$ cat config.mk
export PLATFORM = sky130hd
export DESIGN_NAME = dir_home_ctrl
export DESIGN_NICKNAME = d
export VERILOG_FILES = /design/src/rtl/dir_pkg.sv /design/src/rtl/dir_entry_ram.sv /design/src/rtl/dir_lowest_pick.sv /design/src/rtl/dir_home_ctrl.sv
export SDC_FILE = /design/constraint.sdc
export NUM_CORES = 1
export LEC_CHECK = 0
export ABC_AREA = 1
export BUFFER_PORTS_ARGS = -buffer_cell sky130_fd_sc_hd__buf_2
export CORE_MARGIN = 2
export CORE_UTILIZATION = 55
export DETAILED_ROUTE_END_ITERATION = 12
export PLACE_DENSITY = 0.79
export SLEW_MARGIN = 15
export SYNTH_ARGS = -nofsm -noshare
export SYNTH_HDL_FRONTEND = slang
export SYNTH_HIERARCHICAL = 1
export SYNTH_SLANG_ARGS = --single-unit
$ cat constraint.sdc
create_clock -name clk -period 2.75 [get_ports clk]
set_clock_uncertainty 0.1 [all_clocks]
set_input_delay 0.275 -clock clk [delete_from_list [all_inputs] [get_ports clk]]
set_output_delay 0.275 -clock clk [all_outputs]
set_load 0.01 [all_outputs]
$ cat src/rtl/dir_pkg.sv
package dir_pkg;
  typedef enum logic [1:0] {
    RQ_READ    = 2'd0,
    RQ_WRITE   = 2'd1,
    RQ_UPGRADE = 2'd2
  } req_kind_e;

  typedef enum logic [1:0] {
    MS_INV       = 2'd0,
    MS_FETCH     = 2'd1,
    MS_FETCH_INV = 2'd2
  } msg_kind_e;

  typedef enum logic [1:0] {
    BS_UNCACHED  = 2'd0,
    BS_SHARED    = 2'd1,
    BS_EXCLUSIVE = 2'd2
  } blk_state_e;

  typedef enum logic [2:0] {
    FS_INIT, FS_IDLE, FS_LOOKUP, FS_SEND, FS_WAIT, FS_FINISH
  } fsm_e;
endpackage

$ cat src/rtl/dir_entry_ram.sv
module dir_entry_ram #(
  parameter int WIDTH = 6,
  parameter int DEPTH = 8,
  localparam int AW = $clog2(DEPTH)
) (
  input  logic             clk,
  input  logic             we,
  input  logic [AW-1:0]    waddr,
  input  logic [WIDTH-1:0] wdata,
  input  logic             re,
  input  logic [AW-1:0]    raddr,
  output logic [WIDTH-1:0] rdata
);
  logic [WIDTH-1:0] store [DEPTH];

  always_ff @(posedge clk) begin
    if (we) store[waddr] <= wdata;
    if (re) rdata <= store[raddr];
  end
endmodule

$ cat src/rtl/dir_lowest_pick.sv
module dir_lowest_pick #(
  parameter int N = 4,
  localparam int IW = $clog2(N)
) (
  input  logic [N-1:0]  vec,
  output logic [N-1:0]  onehot,
  output logic [IW-1:0] idx
);
  assign onehot = vec & (~vec + 1'b1);

  always_comb begin
    idx = '0;
    for (int i = N - 1; i >= 0; i--) begin
      if (vec[i]) idx = IW'(i);
    end
  end
endmodule

$ cat src/rtl/dir_home_ctrl.sv
module dir_home_ctrl
  import dir_pkg::*;
#(
  parameter int NUM_CACHES = 4,
  parameter int NUM_BLOCKS = 8,
  parameter int DATA_W     = 32,
  localparam int CID_W = $clog2(NUM_CACHES),
  localparam int BLK_W = $clog2(NUM_BLOCKS)
) (
  input  logic              clk,
  input  logic              rst,
  input  logic              req_valid,
  input  logic [1:0]        req_kind,
  input  logic [CID_W-1:0]  req_src,
  input  logic [BLK_W-1:0]  req_blk,
  output logic              busy,
  output logic              msg_valid,
  output logic [1:0]        msg_kind,
  output logic [CID_W-1:0]  msg_dst,
  input  logic              ack_valid,
  input  logic [DATA_W-1:0] ack_data,
  output logic [BLK_W-1:0]  mem_blk,
  input  logic [DATA_W-1:0] mem_rdata,
  output logic              mem_wr,
  output logic [DATA_W-1:0] mem_wdata,
  output logic              reply_valid,
  output logic [CID_W-1:0]  reply_dst,
  output logic              reply_excl,
  output logic [DATA_W-1:0] reply_data
);
  localparam int N       = NUM_CACHES;
  localparam int ENTRY_W = 2 + N;
  localparam int CNT_W   = $clog2(N + 1);

  fsm_e              fsm;
  logic [BLK_W-1:0]  init_ptr;
  logic [1:0]        cur_kind;
  logic [CID_W-1:0]  cur_src;
  logic [N-1:0]      pending;
  logic [CNT_W-1:0]  exp_acks, ack_cnt;
  blk_state_e        upd_st;
  logic [N-1:0]      upd_pres;
  msg_kind_e         upd_msg;
  logic              fetching;
  logic [DATA_W-1:0] fetched;

  // directory storage
  logic               ram_we, ram_re;
  logic [BLK_W-1:0]   ram_waddr;
  logic [ENTRY_W-1:0] ram_wdata, ram_q;

  assign ram_we    = (fsm == FS_INIT) || (fsm == FS_FINISH);
  assign ram_waddr = (fsm == FS_INIT) ? init_ptr : mem_blk;
  assign ram_wdata = (fsm == FS_INIT) ? '0 : {upd_st, upd_pres};
  assign ram_re    = (fsm == FS_IDLE) && req_valid;

  dir_entry_ram #(.WIDTH(ENTRY_W), .DEPTH(NUM_BLOCKS)) u_ram (
    .clk   (clk),
    .we    (ram_we),
    .waddr (ram_waddr),
    .wdata (ram_wdata),
    .re    (ram_re),
    .raddr (req_blk),
    .rdata (ram_q)
  );

  // target selection
  logic [N-1:0]     pick_oh;
  logic [CID_W-1:0] pick_idx;

  dir_lowest_pick #(.N(N)) u_pick (
    .vec    (pending),
    .onehot (pick_oh),
    .idx    (pick_idx)
  );

  // decision on the looked-up entry
  blk_state_e   ent_st;
  logic [N-1:0] ent_pres, req_mask, others;
  blk_state_e   dec_st;
  logic [N-1:0] dec_pres, dec_tg;
  msg_kind_e    dec_msg;
  logic         dec_fetch;

  assign ent_st   = blk_state_e'(ram_q[ENTRY_W-1 -: 2]);
  assign ent_pres = ram_q[N-1:0];
  assign req_mask = {{(N-1){1'b0}}, 1'b1} << cur_src;
  assign others   = ent_pres & ~req_mask;

  always_comb begin
    dec_st    = BS_SHARED;
    dec_pres  = ent_pres | req_mask;
    dec_msg   = MS_INV;
    dec_fetch = 1'b0;
    dec_tg    = '0;
    if (cur_kind == 2'(RQ_READ)) begin
      if (ent_st == BS_EXCLUSIVE) begin
        dec_msg   = MS_FETCH;
        dec_fetch = 1'b1;
        dec_tg    = others;
      end
    end else begin
      dec_st   = BS_EXCLUSIVE;
      dec_pres = req_mask;
      dec_tg   = others;
      if (ent_st == BS_EXCLUSIVE) begin
        dec_msg   = MS_FETCH_INV;
        dec_fetch = 1'b1;
      end
    end
  end

  always_ff @(posedge clk) begin
    if (rst) begin
      fsm         <= FS_INIT;
      init_ptr    <= '0;
      busy        <= 1'b1;
      msg_valid   <= 1'b0;
      msg_kind    <= '0;
      msg_dst     <= '0;
      mem_blk     <= '0;
      mem_wr      <= 1'b0;
      mem_wdata   <= '0;
      reply_valid <= 1'b0;
      reply_dst   <= '0;
      reply_excl  <= 1'b0;
      reply_data  <= '0;
      cur_kind    <= '0;
      cur_src     <= '0;
      pending     <= '0;
      exp_acks    <= '0;
      ack_cnt     <= '0;
      upd_st      <= BS_UNCACHED;
      upd_pres    <= '0;
      upd_msg     <= MS_INV;
      fetching    <= 1'b0;
      fetched     <= '0;
    end else begin
      msg_valid   <= 1'b0;
      reply_valid <= 1'b0;
      mem_wr      <= 1'b0;
      if (ack_valid) begin
        ack_cnt <= ack_cnt + 1'b1;
        if (fetching) fetched <= ack_data;
      end
      case (fsm)
        FS_INIT: begin
          init_ptr <= init_ptr + 1'b1;
          if (init_ptr == BLK_W'(NUM_BLOCKS - 1)) begin
            fsm  <= FS_IDLE;
            busy <= 1'b0;
          end
        end
        FS_IDLE: begin
          if (req_valid) begin
            cur_kind <= req_kind;
            cur_src  <= req_src;
            mem_blk  <= req_blk;
            busy     <= 1'b1;
            fsm      <= FS_LOOKUP;
          end
        end
        FS_LOOKUP: begin
          upd_st   <= dec_st;
          upd_pres <= dec_pres;
          upd_msg  <= dec_msg;
          fetching <= dec_fetch;
          pending  <= dec_tg;
          exp_acks <= CNT_W'($countones(dec_tg));
          ack_cnt  <= '0;
          fsm      <= (|dec_tg) ? FS_SEND : FS_FINISH;
        end
        FS_SEND: begin
          msg_valid <= 1'b1;
          msg_dst   <= pick_idx;
          msg_kind  <= upd_msg;
          pending   <= pending & ~pick_oh;
          if ((pending & ~pick_oh) == '0) fsm <= FS_WAIT;
        end
        FS_WAIT: begin
          if (ack_cnt == exp_acks) fsm <= FS_FINISH;
        end
        FS_FINISH: begin
          reply_valid <= 1'b1;
          reply_dst   <= cur_src;
          reply_excl  <= (cur_kind != 2'(RQ_READ));
          reply_data  <= fetching ? fetched : mem_rdata;
          mem_wr      <= fetching;
          mem_wdata   <= fetched;
          busy        <= 1'b0;
          fsm         <= FS_IDLE;
        end
        default: fsm <= FS_IDLE;
      endcase
    end
  end
endmodule

# After elaboration in Yosys (flattened, before gate mapping)

Memory sizes are Yosys's and may differ from the RTL's. A register that Yosys moved wholly into a read port is not among the register bits.
Cells that the tools add are included.

Register bits: 139
Bits in writable memories: 48
Input bits: 75
Output and inout bits: 78
Word-level logic and storage cells: 95
Memories: 1

Memories:

| memory      | depth | bits a word | rd ports | clocked after Yosys merged registers in | write ports | line                | text |
|---|---|---|---|---|---|---|---|
| u_ram.store | 8     | 6           | 1        | 1                                       | 1           | dir_entry_ram.sv:14 | `logic [WIDTH-1:0] store [DEPTH];` |

Add/subtract/negate cells: 6
Equal/unequal tests: 12
Shift-type cells: 1
Mux-type cells: 29
Bitwise operators: 8
Reductions and logical operators: 15

Operators with widths:

| cell                  | number |
|---|---|
| $mux W32              | 1 |
| $mux W3               | 6 |
| $pmux W3 S5           | 1 |
| $mux W2               | 7 |
| $and A4 B4 Y4         | 3 |
| $mux W4               | 3 |
| $not A4 Y4            | 3 |
| $eq A3 B3 Y1 const B  | 3 |
| $mux W1               | 8 |
| $pmux W4 S2           | 1 |
| $add A3 B1 Y3 const B | 2 |
| $eq A3 B2 Y1 const B  | 2 |
| $mux W6               | 1 |
| $ne A2 B2 Y1 const B  | 3 |
| $add A1 B1 Y2         | 2 |
| $add A4 B1 Y4 const B | 1 |
| $logic_not A4 Y1      | 1 |
| $or A4 B4 Y4          | 1 |
| $reduce_and A2 Y1     | 2 |
| $reduce_and A4 Y1     | 1 |
| $reduce_bool A2 Y1    | 2 |
| $reduce_or A2 Y1      | 2 |
| $reduce_or A4 Y1      | 1 |
| $shl A1 B2 Y4 const A | 1 |
| other kinds (13)      | 13 |

# Longest topological paths before layout

Word-level depth: 8
Gate-level depth with buffers: 11
Depth with buffers taken out: 11

# Cells and area by module

The synthesis kept the hierarchy.

By module, submodules not included:

| module          | times used | cells an instance | area an instance (um^2) |
|---|---|---|---|
| dir_home_ctrl   | 1          | 791               | 5753.0 |
| dir_entry_ram   | 1          | 231               | 2351.0 |
| dir_lowest_pick | 1          | 15                | 63.8 |

# Worst setup path before layout

OpenSTA, ideal clock, no wires.

Path kind: flip-flop to flip-flop
From: register cur_kind[1]
To: register exp_acks[1]
Library setup time: 112 ps
Data arrival time: 1875 ps
Setup slack: 663 ps
Cell stages (with the launch flop): 10
Buffers on the path: 0
Path through: dfxtp_1 > nor2_2 > nand2_1 > nand3_1 > inv_1 > fa_1 > ha_1 > ha_1 > nand2_1 > nand2_1

Longest elaborated chain between the ends: 4
Elaborated cells between the ends (all ways): 5
Classes of those cells: add/sub (3); mux (1); reduce/logical (1)

Ends and longest elaborated chain:

| what                                  | line                 | text |
|---|---|---|
| from (decl)                           | dir_home_ctrl.sv:37  | `logic [1:0] cur_kind;` |
| from (signal assigned)                | dir_home_ctrl.sv:156 | `cur_kind <= req_kind;` |
| $logic_not A2 Y1 *                    | dir_home_ctrl.sv:96  | `if (cur_kind == 2'(RQ_READ)) begin` |
| $mux W4 *                             | dir_home_ctrl.sv:96  |  |
| $add A1 B1 Y2 (not written as such)   | dir_home_ctrl.sv:169 | `exp_acks <= CNT_W'($countones(dec_tg));` |
| $add A2 B2 Y3 (not written as such) * | dir_home_ctrl.sv:169 |  |
| to (signal assigned)                  | dir_home_ctrl.sv:169 |  |
| to (decl)                             | dir_home_ctrl.sv:40  | `logic [CNT_W-1:0] exp_acks, ack_cnt;` |

Mark *: on every way between the ends. The rest lies on a longest branch, timed or not.
A chain may end at the register's enable or synchronous reset.

# Worst setup path in the final report

From: register fsm[0]
To: memory u_ram.store[0][3], enable pin

Elaborated cells between the ends (all ways): 6
Classes of those cells: eq/ne (1); mux (3); reduce/logical (2)

RTL lines:

| what                   | line                 | text |
|---|---|---|
| from (decl)            | dir_home_ctrl.sv:35  | `fsm_e fsm;` |
| from (signal assigned) | dir_home_ctrl.sv:171 | `fsm <= (\|dec_tg) ? FS_SEND : FS_FINISH;` |
| $logic_not A3 Y1       | dir_home_ctrl.sv:53  | `assign ram_waddr = (fsm == FS_INIT) ? init_ptr : mem_blk;` |
| $mux W3                | dir_home_ctrl.sv:53  |  |
| named net ram_waddr[0] | dir_home_ctrl.sv:49  | `logic [BLK_W-1:0] ram_waddr;` |
| to (decl)              | dir_entry_ram.sv:14  |  |

The timed path passes the listed nets, and every way through them passes these cells.

==> results by stage <==
Hold path:
- The number of instances on the worst hold path is 3.
- The classification of the worst-slack hold path is input pin to flop.

Yosys:
- Ranked by total cell area, the synthesized netlist is headed by sky130_fd_sc_hd__dfxtp_1 34%, sky130_fd_sc_hd__edfxtp_1 20%, sky130_fd_sc_hd__nand2_1 11%.
- The synthesized netlist occupies a cell area of 8170 um2.
- The most instantiated library cell after synthesis is sky130_fd_sc_hd__nand2_1.
- The commonest register cell after synthesis is sky130_fd_sc_hd__dfxtp_1.
- In this run, synthesis produced a sequential element count of roughly 190.
- Counting every net in the synthesized netlist gives between 1000 and 1500.
- The number of standard cells after synthesis is roughly 1000.
- After synthesis, the netlist uses 34 different library cells.
- The commonest cells after synthesis are 233 x sky130_fd_sc_hd__nand2_1, 158 x sky130_fd_sc_hd__inv_1, 139 x sky130_fd_sc_hd__dfxtp_1.
- The total of warnings raised by yosys is 6.
- After synthesis, the mean cell area works out to 7.88 um2.
- The portion of synthesized cell area occupied by the leading cell type is 0.341.
- The post-synthesis async set-or-reset flop share is 0.
- The cell type contributing the most total cell area after synthesis is sky130_fd_sc_hd__dfxtp_1.
- For this run, the register share of the synthesized area comes to 0.539.
- The number of synthesized flops with an enable pin is 54.

Clocking:
- The post-CTS clock slew at the launch and capture registers of the worst setup and hold paths is about 0.07 ns.
- The root buffer cell chosen for the clock tree is sky130_fd_sc_hd__clkbuf_16.
- The maximum root-to-sink buffer count is 2.
- CTS saw just under 200 sinks.
- CTS built an H-tree with a depth of 4.
- Counting the buffers created by CTS gives 17.
- The clock latency at the later pin of the worst-skew pair is around 0.43 ns.
- TritonCTS built the clock tree.

Worst setup path:
- For this run, the slowest stage of the critical path takes 0.52 ns.
- The data required time of the worst path is around 2.7 ns.
- Traced cell by cell, the critical path runs through nor2_1 > nand2_1 > inv_1 > nor2_1 > nor2_1 > inv_1 > nand2_1 > nor2_1.
- The nature of the critical path startpoint is a flop.
- Of all nets on the critical path, the largest fanout is 11.
- The startpoint-to-endpoint class of the critical path is flop to flop.
- For the worst setup path, the data arrival time is approximately 2.4 ns.
- The cell that appears most often on the critical path is sky130_fd_sc_hd__nor2_1.
- Measured in cells, the most critical reg-to-reg path has a length of 8.
- On the critical path, the stage with the largest delay is an instance of sky130_fd_sc_hd__dfxtp_1.
- The worst setup path is captured at a flop.

Timing:
- Setup violations remaining at the end of the flow were counted as 0.
- The routed design could run at a clock period as short as between 2 and 2.5 ns.
- Hold is met by about 0.018 ns.
- The number of failing hold endpoints at the final stage is 0.
- Summed over all failing endpoints, the final setup total negative slack is 0 ns.
- Setup repair after global routing left no endpoint under its margin.
- The post-route fraction of the period consumed by the critical path is 0.877.
- The total count of max-transition violations in the final report is 0.
- The slew at the pin closest to its max-slew limit is 1.08 ns.
- The maximum frequency from static timing analysis is about 410 MHz.
- The worst pin sits at a relative slew slack of 0.278.

Routing:
- The detailed-route wire length per cell is about 14 um.
- The detailed-route wire length is approximately 19000 um.
- The detail route stage leaves a number of antenna-violating nets equal to 0.
- The pre-antenna-repair detailed-routing pass consisted of 5 iterations.
- The routed via count divided by cell count is 5.07.
- In the routed design, unresolved DRC markers number 0.
- The total number of vias is 6954.
- In this run, the number of DRC markers left after iteration 0 of detailed routing was approximately 610.

Power:
- The share of total power dissipated in the clock network is 0.309.
- The part of the power in combinational logic is 0.228.
- The maximum vdd drop is 0.503 mV.
- For this design the static power due to leakage is approximately 0.0045 uW.
- Internal power comes to 5440 uW.
- For this design the ratio of total power to cell area is slightly above 800 nW/um2.
- Of the total power, registers draw 0.463.
- Of the total power, the share spent switching nets is 0.317.
- Summed over all nets, the switching power comes to 2530 uW.
- The design draws between 7000 and 8000 uW.

Finish:
- From synthesis to final layout, the design area changed by 18.2%.
- The post-layout instance area is slightly below 10000 um2.
- The fraction of final layout cells sized beyond drive strength 1 is 0.178.
- The number of nets in the final layout is around 1300.
- 0 antenna diodes ended up in the layout.

Floorplan:
- The initial core utilization is 0.562.
- The die is 126 um tall.
- The horizontal die dimension is between 100 and 150 um.
- For this design the top-level I/O count stands at approximately 150.
- In this run the standard cell core region covers 14500 um2.
- The die covers around 16000 um2.
- The total number of placement rows is 44.

GRT:
- The first global-routing pass estimated 30400 um of wire.
- The via count of the first global-routing pass is 6443.
- The number of antenna violations at the first check in global routing is 0.
- The global-route total usage across every layer is 0.238.
- The residual overflow from global routing is 0.
- The largest net degree at the start of global routing is 137.

Job:
- The max-cap check violation count is 0.

Placement:
- Summed over all nets, the half-perimeter wirelength after detailed placement is between 10000 and 15000 um.
- At the end of routability-driven placement, the weighted congestion stood at between 0.8 and 0.9.
- The count of input and output buffers is approximately 150.
- The post-detailed-placement cell area is 8930 um2.

Outcome:
- The flow ran to the end, and the final reports show no timing, DRC or antenna violations.
## metal layers
metal / vias to the layer above / wire [um] / global-route usage
li1: 3528 / - / -
met1: 3137 / 7920 / 0.298
met2: 238 / 9140 / 0.404
met3: 51 / 1180 / 0.0573
met4: 0 / 531 / 0.0866
met5: - / 0 / 0
## cell usage in the layout, fill, tap and decap left out, types with 3 or more instances in the layout
master and n:
sky130_fd_sc_hd__a21oi_1 76, sky130_fd_sc_hd__buf_2 152, sky130_fd_sc_hd__buf_4 4, sky130_fd_sc_hd__clkbuf_16 17
sky130_fd_sc_hd__clkinvlp_4 3, sky130_fd_sc_hd__dfxtp_1 139, sky130_fd_sc_hd__dlygate4sd3_1 13, sky130_fd_sc_hd__edfxtp_1 54
sky130_fd_sc_hd__ha_1 6, sky130_fd_sc_hd__inv_1 157, sky130_fd_sc_hd__inv_2 9, sky130_fd_sc_hd__inv_6 3
sky130_fd_sc_hd__nand2_1 233, sky130_fd_sc_hd__nand2_2 3, sky130_fd_sc_hd__nand3_1 36, sky130_fd_sc_hd__nor2_1 119
sky130_fd_sc_hd__nor2_4 3, sky130_fd_sc_hd__o21ai_0 120, sky130_fd_sc_hd__o21ai_1 4, sky130_fd_sc_hd__o22ai_1 7
## through the flow
stage	std cells	setup WS, ns	util
final	1372	0.339	0.664
after global routing	1372	0.193	0.664
after CTS	1372	0.372	0.664
after detailed placement	1327	0.411	0.614
after global placement	1327	0.557	0.614
after floorplan	1037	0.663	-
## final cells by class
class	instances	area (um2)
Clock buffer	18	439
Clock inverter	14	154
Fill cell	1227	4880
Inverter	168	633
Multi-Input combinational cell	624	2830
Sequential cell	193	4400
Tap cell	184	230
Timing Repair Buffer	171	961
## logic make-up (layout without fill, tap and decap cells)
family / after synthesis / in the layout / synth area share
buffers and inverters: 220 / 371 / 0.115
xor gates and xnor gates: 2 / 2 / 0.00214
adders and majority gates: 7 / 7 / 0.0116
AOI/OAI and AO/OA: 210 / 210 / 0.131
DFF: 193 / 193 / 0.539
and+or+nand+nor: 404 / 404 / 0.200
muxes: 1 / 1 / 0.00123
## sequential cells by signal (all words and copies together) (netlist names), 2 cells and up
register	flops
ack_cnt	3
cur_kind	2
cur_src	2
exp_acks	3
fetched	32
fsm	3
init_ptr	3
mem_blk	3
mem_wdata	32
msg_dst	2
msg_kind	2
pending	4
reply_data	32
reply_dst	2
u_ram/rdata	6
u_ram/store	48
upd_msg	2
upd_pres	4
upd_st	2
## worst max-delay path: cells and delay by family (launching register included)
kind / cells / cell delay, ns
and+or+nand+nor: 6 / 1.13
DFF: 1 / 0.52
buffers and inverters: 2 / 0.30
## what timing repair did
| item | CTS | global route |
|---|---|---|
| hold endpoints to repair | 13 | 0 |
| endpoints found under the setup margin | 0 | 0 |
| hold buffers | 13 | 0 |
| resized for setup | 0 | 0 |
| setup buffers | 0 | 0 |
## worst paths after layout
path	endpoint	slack, ns	from
setup / recovery	u_ram/store[0][3]$_DFFE_PP_	0.34	fsm[0]$_SDFFE_PP0P_
hold / removal	fetched[10]$_SDFFE_PP0P_	0.02	ack_data[10]
setup reg to reg	u_ram/store[0][3]$_DFFE_PP_	0.34	fsm[0]$_SDFFE_PP0P_
hold reg to reg	reply_data[1]$_SDFFE_PP0N_	0.34	reply_data[1]$_SDFFE_PP0N_
## power by group through the flow
stage	sequential, uW	combinational [uW]	clock [uW]
global route	3750	2030	2620
finish	3690	1810	2460
CTS	3690	1800	2490
detailed placement	3750	1770	0
floorplan	3800	1150	0
global placement	3730	1720	0
(Power assumes the default switching activity.)
